**config.mk**
```make
export PLATFORM = sky130hd
export DESIGN_NAME = dual_fmt_pcm_rx
export DESIGN_NICKNAME = d
export VERILOG_FILES = /design/src/rtl/pcmrx_pkg.sv /design/src/rtl/pcmrx_sync.sv /design/src/rtl/pcmrx_framer.sv /design/src/rtl/pcmrx_deser.sv /design/src/rtl/dual_fmt_pcm_rx.sv
export SDC_FILE = /design/constraint.sdc
export NUM_CORES = 1
export LEC_CHECK = 0
export ABC_AREA = 0
export BUFFER_PORTS_ARGS = -buffer_cell sky130_fd_sc_hd__buf_4
export CAP_MARGIN = 10
export CORE_AREA = 2 2 154 156
export DETAILED_ROUTE_END_ITERATION = 10
export DIE_AREA = 0 0 156 158
export PLACE_DENSITY_LB_ADDON = 0.1
export SLEW_MARGIN = 20
export SYNTH_ARGS = -nofsm -noshare
export SYNTH_HDL_FRONTEND = slang
export SYNTH_SLANG_ARGS = --single-unit
```
**constraint.sdc**
```tcl
create_clock -name clk -period 2.2 [get_ports clk]
set_input_delay 0.66 -clock clk [delete_from_list [all_inputs] [get_ports clk]]
set_output_delay 0.66 -clock clk [all_outputs]
set_load 0.005 [all_outputs]
```
**src/rtl/pcmrx_pkg.sv**
```systemverilog
package pcmrx_pkg;

    // One sampled bit-clock event, as seen in the system clock domain
    typedef struct packed {
        logic stb;       // a bit-clock rise was seen
        logic bitv;      // serial data at that rise
        logic edge_hit;  // first data bit of a new half-frame
        logic left;      // half-frame belongs to the left channel
    } pcmrx_ev_t;

endpackage

```
**src/rtl/pcmrx_sync.sv**
```systemverilog
module pcmrx_sync #(
    parameter int W = 3
) (
    input  logic         clk,
    input  logic         rst_n,
    input  logic [W-1:0] d_i,
    output logic [W-1:0] q_o
);

    typedef struct packed {
        logic [W-1:0] s1;
        logic [W-1:0] s2;
    } sync_st_t;

    sync_st_t st_d, st_q;

    always_comb begin
        st_d    = st_q;
        st_d.s1 = d_i;
        st_d.s2 = st_q.s1;
    end

    always_ff @(posedge clk or negedge rst_n) begin
        if (!rst_n) st_q <= '0;
        else        st_q <= st_d;
    end

    assign q_o = st_q.s2;

endmodule

```
**src/rtl/pcmrx_framer.sv**
```systemverilog
module pcmrx_framer
    import pcmrx_pkg::*;
(
    input  logic      clk,
    input  logic      rst_n,
    input  logic      bclk_s,
    input  logic      ws_s,
    input  logic      sd_s,
    input  logic      fmt_i,
    output pcmrx_ev_t ev_o
);

    typedef struct packed {
        logic       bclk;   // bit clock level at previous system cycle
        logic       ws1;    // frame clock at the last bit-clock rise
        logic       ws2;    // frame clock one rise earlier
        logic [1:0] prime;  // rises seen since reset, saturating at 2
        pcmrx_ev_t  ev;
    } frm_st_t;

    frm_st_t st_d, st_q;

    logic rise;
    logic eff_new;
    logic eff_old;

    always_comb begin
        st_d      = st_q;
        st_d.ev   = '0;
        st_d.bclk = bclk_s;
        rise      = bclk_s & ~st_q.bclk;
        // I2S: data lags the frame clock by one bit, so frame on the delayed copy
        eff_new   = fmt_i ? st_q.ws1 : ws_s;
        eff_old   = fmt_i ? st_q.ws2 : st_q.ws1;
        if (rise) begin
            st_d.ev.stb      = 1'b1;
            st_d.ev.bitv     = sd_s;
            st_d.ev.edge_hit = (eff_new != eff_old) && (st_q.prime == 2'd2);
            st_d.ev.left     = fmt_i ? ~eff_new : eff_new;
            st_d.ws2         = st_q.ws1;
            st_d.ws1         = ws_s;
            if (st_q.prime != 2'd2) st_d.prime = st_q.prime + 2'd1;
        end
    end

    always_ff @(posedge clk or negedge rst_n) begin
        if (!rst_n) st_q <= '0;
        else        st_q <= st_d;
    end

    assign ev_o = st_q.ev;

endmodule

```
**src/rtl/pcmrx_deser.sv**
```systemverilog
module pcmrx_deser
    import pcmrx_pkg::*;
#(
    parameter int   W       = 24,
    parameter logic IS_LEFT = 1'b1
) (
    input  logic         clk,
    input  logic         rst_n,
    input  pcmrx_ev_t    ev_i,
    output logic [W-1:0] word_o,
    output logic         done_o
);

    localparam int            CW   = $clog2(W + 1);
    localparam logic [CW-1:0] FULL = CW'(W);
    localparam logic [CW-1:0] LAST = CW'(W - 1);

    typedef struct packed {
        logic [W-1:0]  word;
        logic [CW-1:0] cnt;   // bits stored in this half-frame; FULL = idle
        logic          done;
    } des_st_t;

    des_st_t st_d, st_q;
    logic    mine;

    always_comb begin
        st_d      = st_q;
        st_d.done = 1'b0;
        mine      = ev_i.stb && (ev_i.left == IS_LEFT);
        if (mine && ev_i.edge_hit) begin
            st_d.word        = '0;
            st_d.word[W-1]   = ev_i.bitv;
            st_d.cnt         = CW'(1);
            st_d.done        = (W == 1);
        end else if (mine && (st_q.cnt < FULL)) begin
            for (int i = 0; i < W; i++) begin
                if (CW'(W - 1 - i) == st_q.cnt) st_d.word[i] = ev_i.bitv;
            end
            st_d.cnt  = st_q.cnt + CW'(1);
            st_d.done = (st_q.cnt == LAST);
        end else if (ev_i.stb && ev_i.edge_hit && !mine) begin
            // other channel started: an unfinished word here is abandoned
            st_d.cnt = FULL;
        end
    end

    always_ff @(posedge clk or negedge rst_n) begin
        if (!rst_n) begin
            st_q     <= '0;
            st_q.cnt <= FULL;
        end else begin
            st_q <= st_d;
        end
    end

    assign word_o = st_q.word;
    assign done_o = st_q.done;

endmodule

```
**src/rtl/dual_fmt_pcm_rx.sv**
```systemverilog
module dual_fmt_pcm_rx
    import pcmrx_pkg::*;
#(
    parameter int SAMPLE_W = 24
) (
    input  logic                clk,
    input  logic                rst_n,
    input  logic                bclk_i,
    input  logic                fclk_i,
    input  logic                sdata_i,
    input  logic                fmt_i,
    output logic [SAMPLE_W-1:0] left_o,
    output logic [SAMPLE_W-1:0] right_o,
    output logic                valid_o
);

    localparam int NSYNC = 3;

    logic [NSYNC-1:0] raw_in;
    logic [NSYNC-1:0] syn_in;
    pcmrx_ev_t        ev;

    logic [SAMPLE_W-1:0] ch_word [2];
    logic [1:0]          ch_done;
    logic [SAMPLE_W-1:0] l_word, r_word;
    logic                l_done, r_done;

    assign raw_in = {bclk_i, fclk_i, sdata_i};

    pcmrx_sync #(.W(NSYNC)) sync_i (
        .clk   (clk),
        .rst_n (rst_n),
        .d_i   (raw_in),
        .q_o   (syn_in)
    );

    pcmrx_framer framer_i (
        .clk    (clk),
        .rst_n  (rst_n),
        .bclk_s (syn_in[2]),
        .ws_s   (syn_in[1]),
        .sd_s   (syn_in[0]),
        .fmt_i  (fmt_i),
        .ev_o   (ev)
    );

    // index 0 = right, index 1 = left
    for (genvar c = 0; c < 2; c++) begin : g_ch
        pcmrx_deser #(
            .W       (SAMPLE_W),
            .IS_LEFT (1'(c))
        ) deser_i (
            .clk    (clk),
            .rst_n  (rst_n),
            .ev_i   (ev),
            .word_o (ch_word[c]),
            .done_o (ch_done[c])
        );
    end

    assign l_word = ch_word[1];
    assign r_word = ch_word[0];
    assign l_done = ch_done[1];
    assign r_done = ch_done[0];

    typedef struct packed {
        logic [SAMPLE_W-1:0] lhold;
        logic                lok;
        logic [SAMPLE_W-1:0] outl;
        logic [SAMPLE_W-1:0] outr;
        logic                vld;
    } top_st_t;

    top_st_t st_d, st_q;

    always_comb begin
        st_d     = st_q;
        st_d.vld = 1'b0;
        if (ev.stb && ev.edge_hit && ev.left) st_d.lok = 1'b0;
        if (l_done) begin
            st_d.lhold = l_word;
            st_d.lok   = 1'b1;
        end
        if (r_done && st_q.lok) begin
            st_d.outl = st_q.lhold;
            st_d.outr = r_word;
            st_d.vld  = 1'b1;
            st_d.lok  = 1'b0;
        end
    end

    always_ff @(posedge clk or negedge rst_n) begin
        if (!rst_n) st_q <= '0;
        else        st_q <= st_d;
    end

    assign left_o  = st_q.outl;
    assign right_o = st_q.outr;
    assign valid_o = st_q.vld;

endmodule

```
==> run metrics <==
status completed; Worst Path Required 2.51 ns; multi-input logic area 0.002452 mm²; sequential power share 44.9%; fmax 572.9 MHz; nets@finish 569; largest net degree at the start of global routing 59; worst reg2reg path endpoint g_ch[1].deser_i.word_o[23]; Worst R2R Path Depth 5; EDFF count, synth 0; Slew @ Worst Pin 0.6282 ns; Inserted Clock Buffers 17; Most used DFF post-synth dfrtp_1; Reg area 0.003734 mm²; DIE AREA 0.02465 mm²; critical path peak fanout 7; most frequent cells in the layout dfrtp_1, mux2_2, buf_4; Critical path origin g_ch[1].deser_i.st_q[1]; slowest stage cell on the critical path dfrtp_1; largest stage delay on the critical path 0.44 ns; antenna violations before repair 0; worst-case clock buffer depth 2; Root Buffer clkbuf_16; initial DRC count 189; Worst EP arrival 2.06 ns; Slew Limit Headroom 58.12%; WP depth 5; CTS resizes 0; WS Path Type reg2reg; leakage 3.975 nW; Seq/Total Area, Yosys 55.18%; hold crit path type in2async; Filler cells 2274; Finished Core Util 33.79%; Syn Std Cell Area 0.006766 mm²; area delta synth->final 15.11%; crit path capture type flip-flop; DP HPWL 8915 µm; power per cell area 906.9 mW/mm²; layout cell share with drive strength beyond 1 33.45%; Post-CTS Setup Repair Bufs 0; first-pass GRT wire length 22450 µm; vias post-DR 3936; switch share 26.35%; min cycle time layout 1.746 ns; grt ovf 0; post-synthesis cell type count 51; crit path launch type flip-flop; average wire per standard cell 15.70 µm; drc violations 0; critical path capture point g_ch[1].deser_i.word_o[23]; Net Count, Synth 563; worst vdd ir 466.4 µV; hold violation count in the final report 0; crit path cell chain inv_1 > ha_1 > nand4b_4 > o31ai_1 > mux2_2; switching power 1.861 mW; WL final 13430 µm; Initial Utilization 29.35%; Hold WS 0.07553 ns; GRT Resource Usage Total 11.90%; Routability Congestion 0.7875; max-cap violation count 0; CTS tree built; router iterations before antenna repair 4; Setup Skew 0.01084 ns; Synth Register Bits 149; yosys warns 0; Bufs and invs on worst path 1; chip height 158 µm; worst skew pair latency 0.43 ns; critical path's top delay family flip-flops; row count 56; commonest non-fill, non-tap cell in the layout dfrtp_1; combinational share of power 10.3%; RSZ-0062 raised after global routing no; CTS Hold Bufs 0; worst r2r src g_ch[1].deser_i.st_q[1]; clk slew on worst S/H paths 0.06 ns; Power Total 7.063 mW; DR vias/cell 4.604; asr flop ratio synth 100.0%; TNS Setup 0 ns; CTS H-tree lvls 4; final setup fails 0; cell-internal power 5.202 mW; total clock sinks 149; # IOs 55; vias in the first global route 4202; Placeable Area 0.02305 mm²; clock power share 44.8%; PortBufs 54; post-route ant nets 0; Slew Limit Fails 0; Die W 156 µm; Cells after Synth 546; Final Cycle Share 79.34%; Mapped Avg Cell Area 12.39 µm²; R2R setup slack 0.45 ns; antenna cells 0
==> synthesized netlist by cell type (all sizes together) (3+ instances only) <==
| library cell | count | area share, % |
|---|---|---|
| and2 | 4 | 0.39 |
| nand4 | 3 | 0.28 |
| nand4b | 5 | 1.5 |
| dfrtp | 145 | 54 |
| o41ai | 4 | 0.63 |
| nor2b | 5 | 0.50 |
| nand2b | 5 | 0.46 |
| ha | 11 | 2.0 |
| o311ai | 4 | 0.63 |
| o31ai | 14 | 1.6 |
| dfstp | 4 | 1.6 |
| inv | 12 | 0.67 |
| nand3 | 30 | 2.2 |
| o21ai | 3 | 0.22 |
| nor2 | 10 | 0.55 |
| and4bb | 3 | 0.55 |
| mux2 | 74 | 12 |
| a21oi | 5 | 0.37 |
| and3 | 4 | 0.37 |
| clkbuf | 5 | 0.30 |
| mux2i | 34 | 5.0 |
| nand2 | 58 | 3.3 |
| o211ai | 12 | 1.3 |
| buf | 76 | 7.6 |
==> power by group through the flow <==
stage	Sequential [mW]	Clock [mW]	Combinational, mW
after floorplan	3.05	0	0.644
after global placement	3.21	0	0.716
after detailed placement	3.22	0	0.743
after CTS	3.17	3.26	0.743
after global routing	3.21	3.39	0.831
final	3.17	3.16	0.729
==> layer usage <==
layer | vias up | track usage [%] | wire length, µm
met4 | 0 | 4.543 | 195
met3 | 17 | 3.422 | 467
met2 | 68 | 19.41 | 6521
li1 | 1879 | - | -
met5 | - | 0 | 0
met1 | 1972 | 15.02 | 6242
==> state kept, by name, indices dropped and copies added, names as in the netlist <==
name and cells:
g_ch.deser_i.st_q 10, sync_i.q_o 3, left_o 24, right_o 24, framer_i.st_q 5, st_q 25
g_ch.deser_i.done_o 2, sync_i.st_d 3, g_ch.deser_i.word_o 48, framer_i.ev_o 4, valid_o 1
==> worst min path at each step <==
stage,from,endpoint,slack (ns),cells past startpoint
after floorplan,sync_i.st_d[0],sync_i.q_o[0],0.33,0
after global placement,sync_i.st_d[2],sync_i.q_o[2],0.33,0
after detailed placement,sync_i.st_d[2],sync_i.q_o[2],0.33,0
after CTS,rst_n,left_o[19],0.06,1
after global routing,rst_n,left_o[12],0.07,1
final,rst_n,left_o[19],0.08,1
==> logic make-up (layout without fill, tap and decap cells) <==
kind of cell / after synthesis / after routing / synth area share, %
flops: 149 / 149 / 55.18
simple gates: 132 / 132 / 10.76
mux: 108 / 108 / 17.40
buf+inv: 93 / 112 / 8.580
compound gates: 51 / 51 / 5.788
fa+ha+maj: 11 / 11 / 2.034
xor+xnor: 2 / 2 / 0.2589
==> through the flow <==
| step | cell area, µm² | cells | setup slack (ns) |
|---|---|---|---|
| floorplan | 6766 | 546 | 0.5651 |
| global placement | 7146 | 823 | 0.5029 |
| detailed placement | 7146 | 823 | 0.4490 |
| CTS | 7789 | 855 | 0.4281 |
| global route | 7789 | 855 | 0.3194 |
| finish | 7789 | 855 | 0.4544 |
==> worst register-to-register path, cell delays in order, from the launching register on <==
cell and delay, ns:
dfrtp_1 0.44, inv_1 0.14, ha_1 0.27, nand4b_4 0.17, o31ai_1 0.26, mux2_2 0.36
==> final cells by class <==
| cell class | instances | area share (%) |
|---|---|---|
| Clock buffer | 21 | 6.040 |
| Inverter | 12 | 0.5783 |
| Clock inverter | 11 | 2.217 |
| Tap cell | 290 | 4.659 |
| Sequential cell | 149 | 47.94 |
| Timing Repair Buffer | 68 | 7.084 |
| Multi-Input combinational cell | 304 | 31.49 |
(Power assumes the default switching activity.)
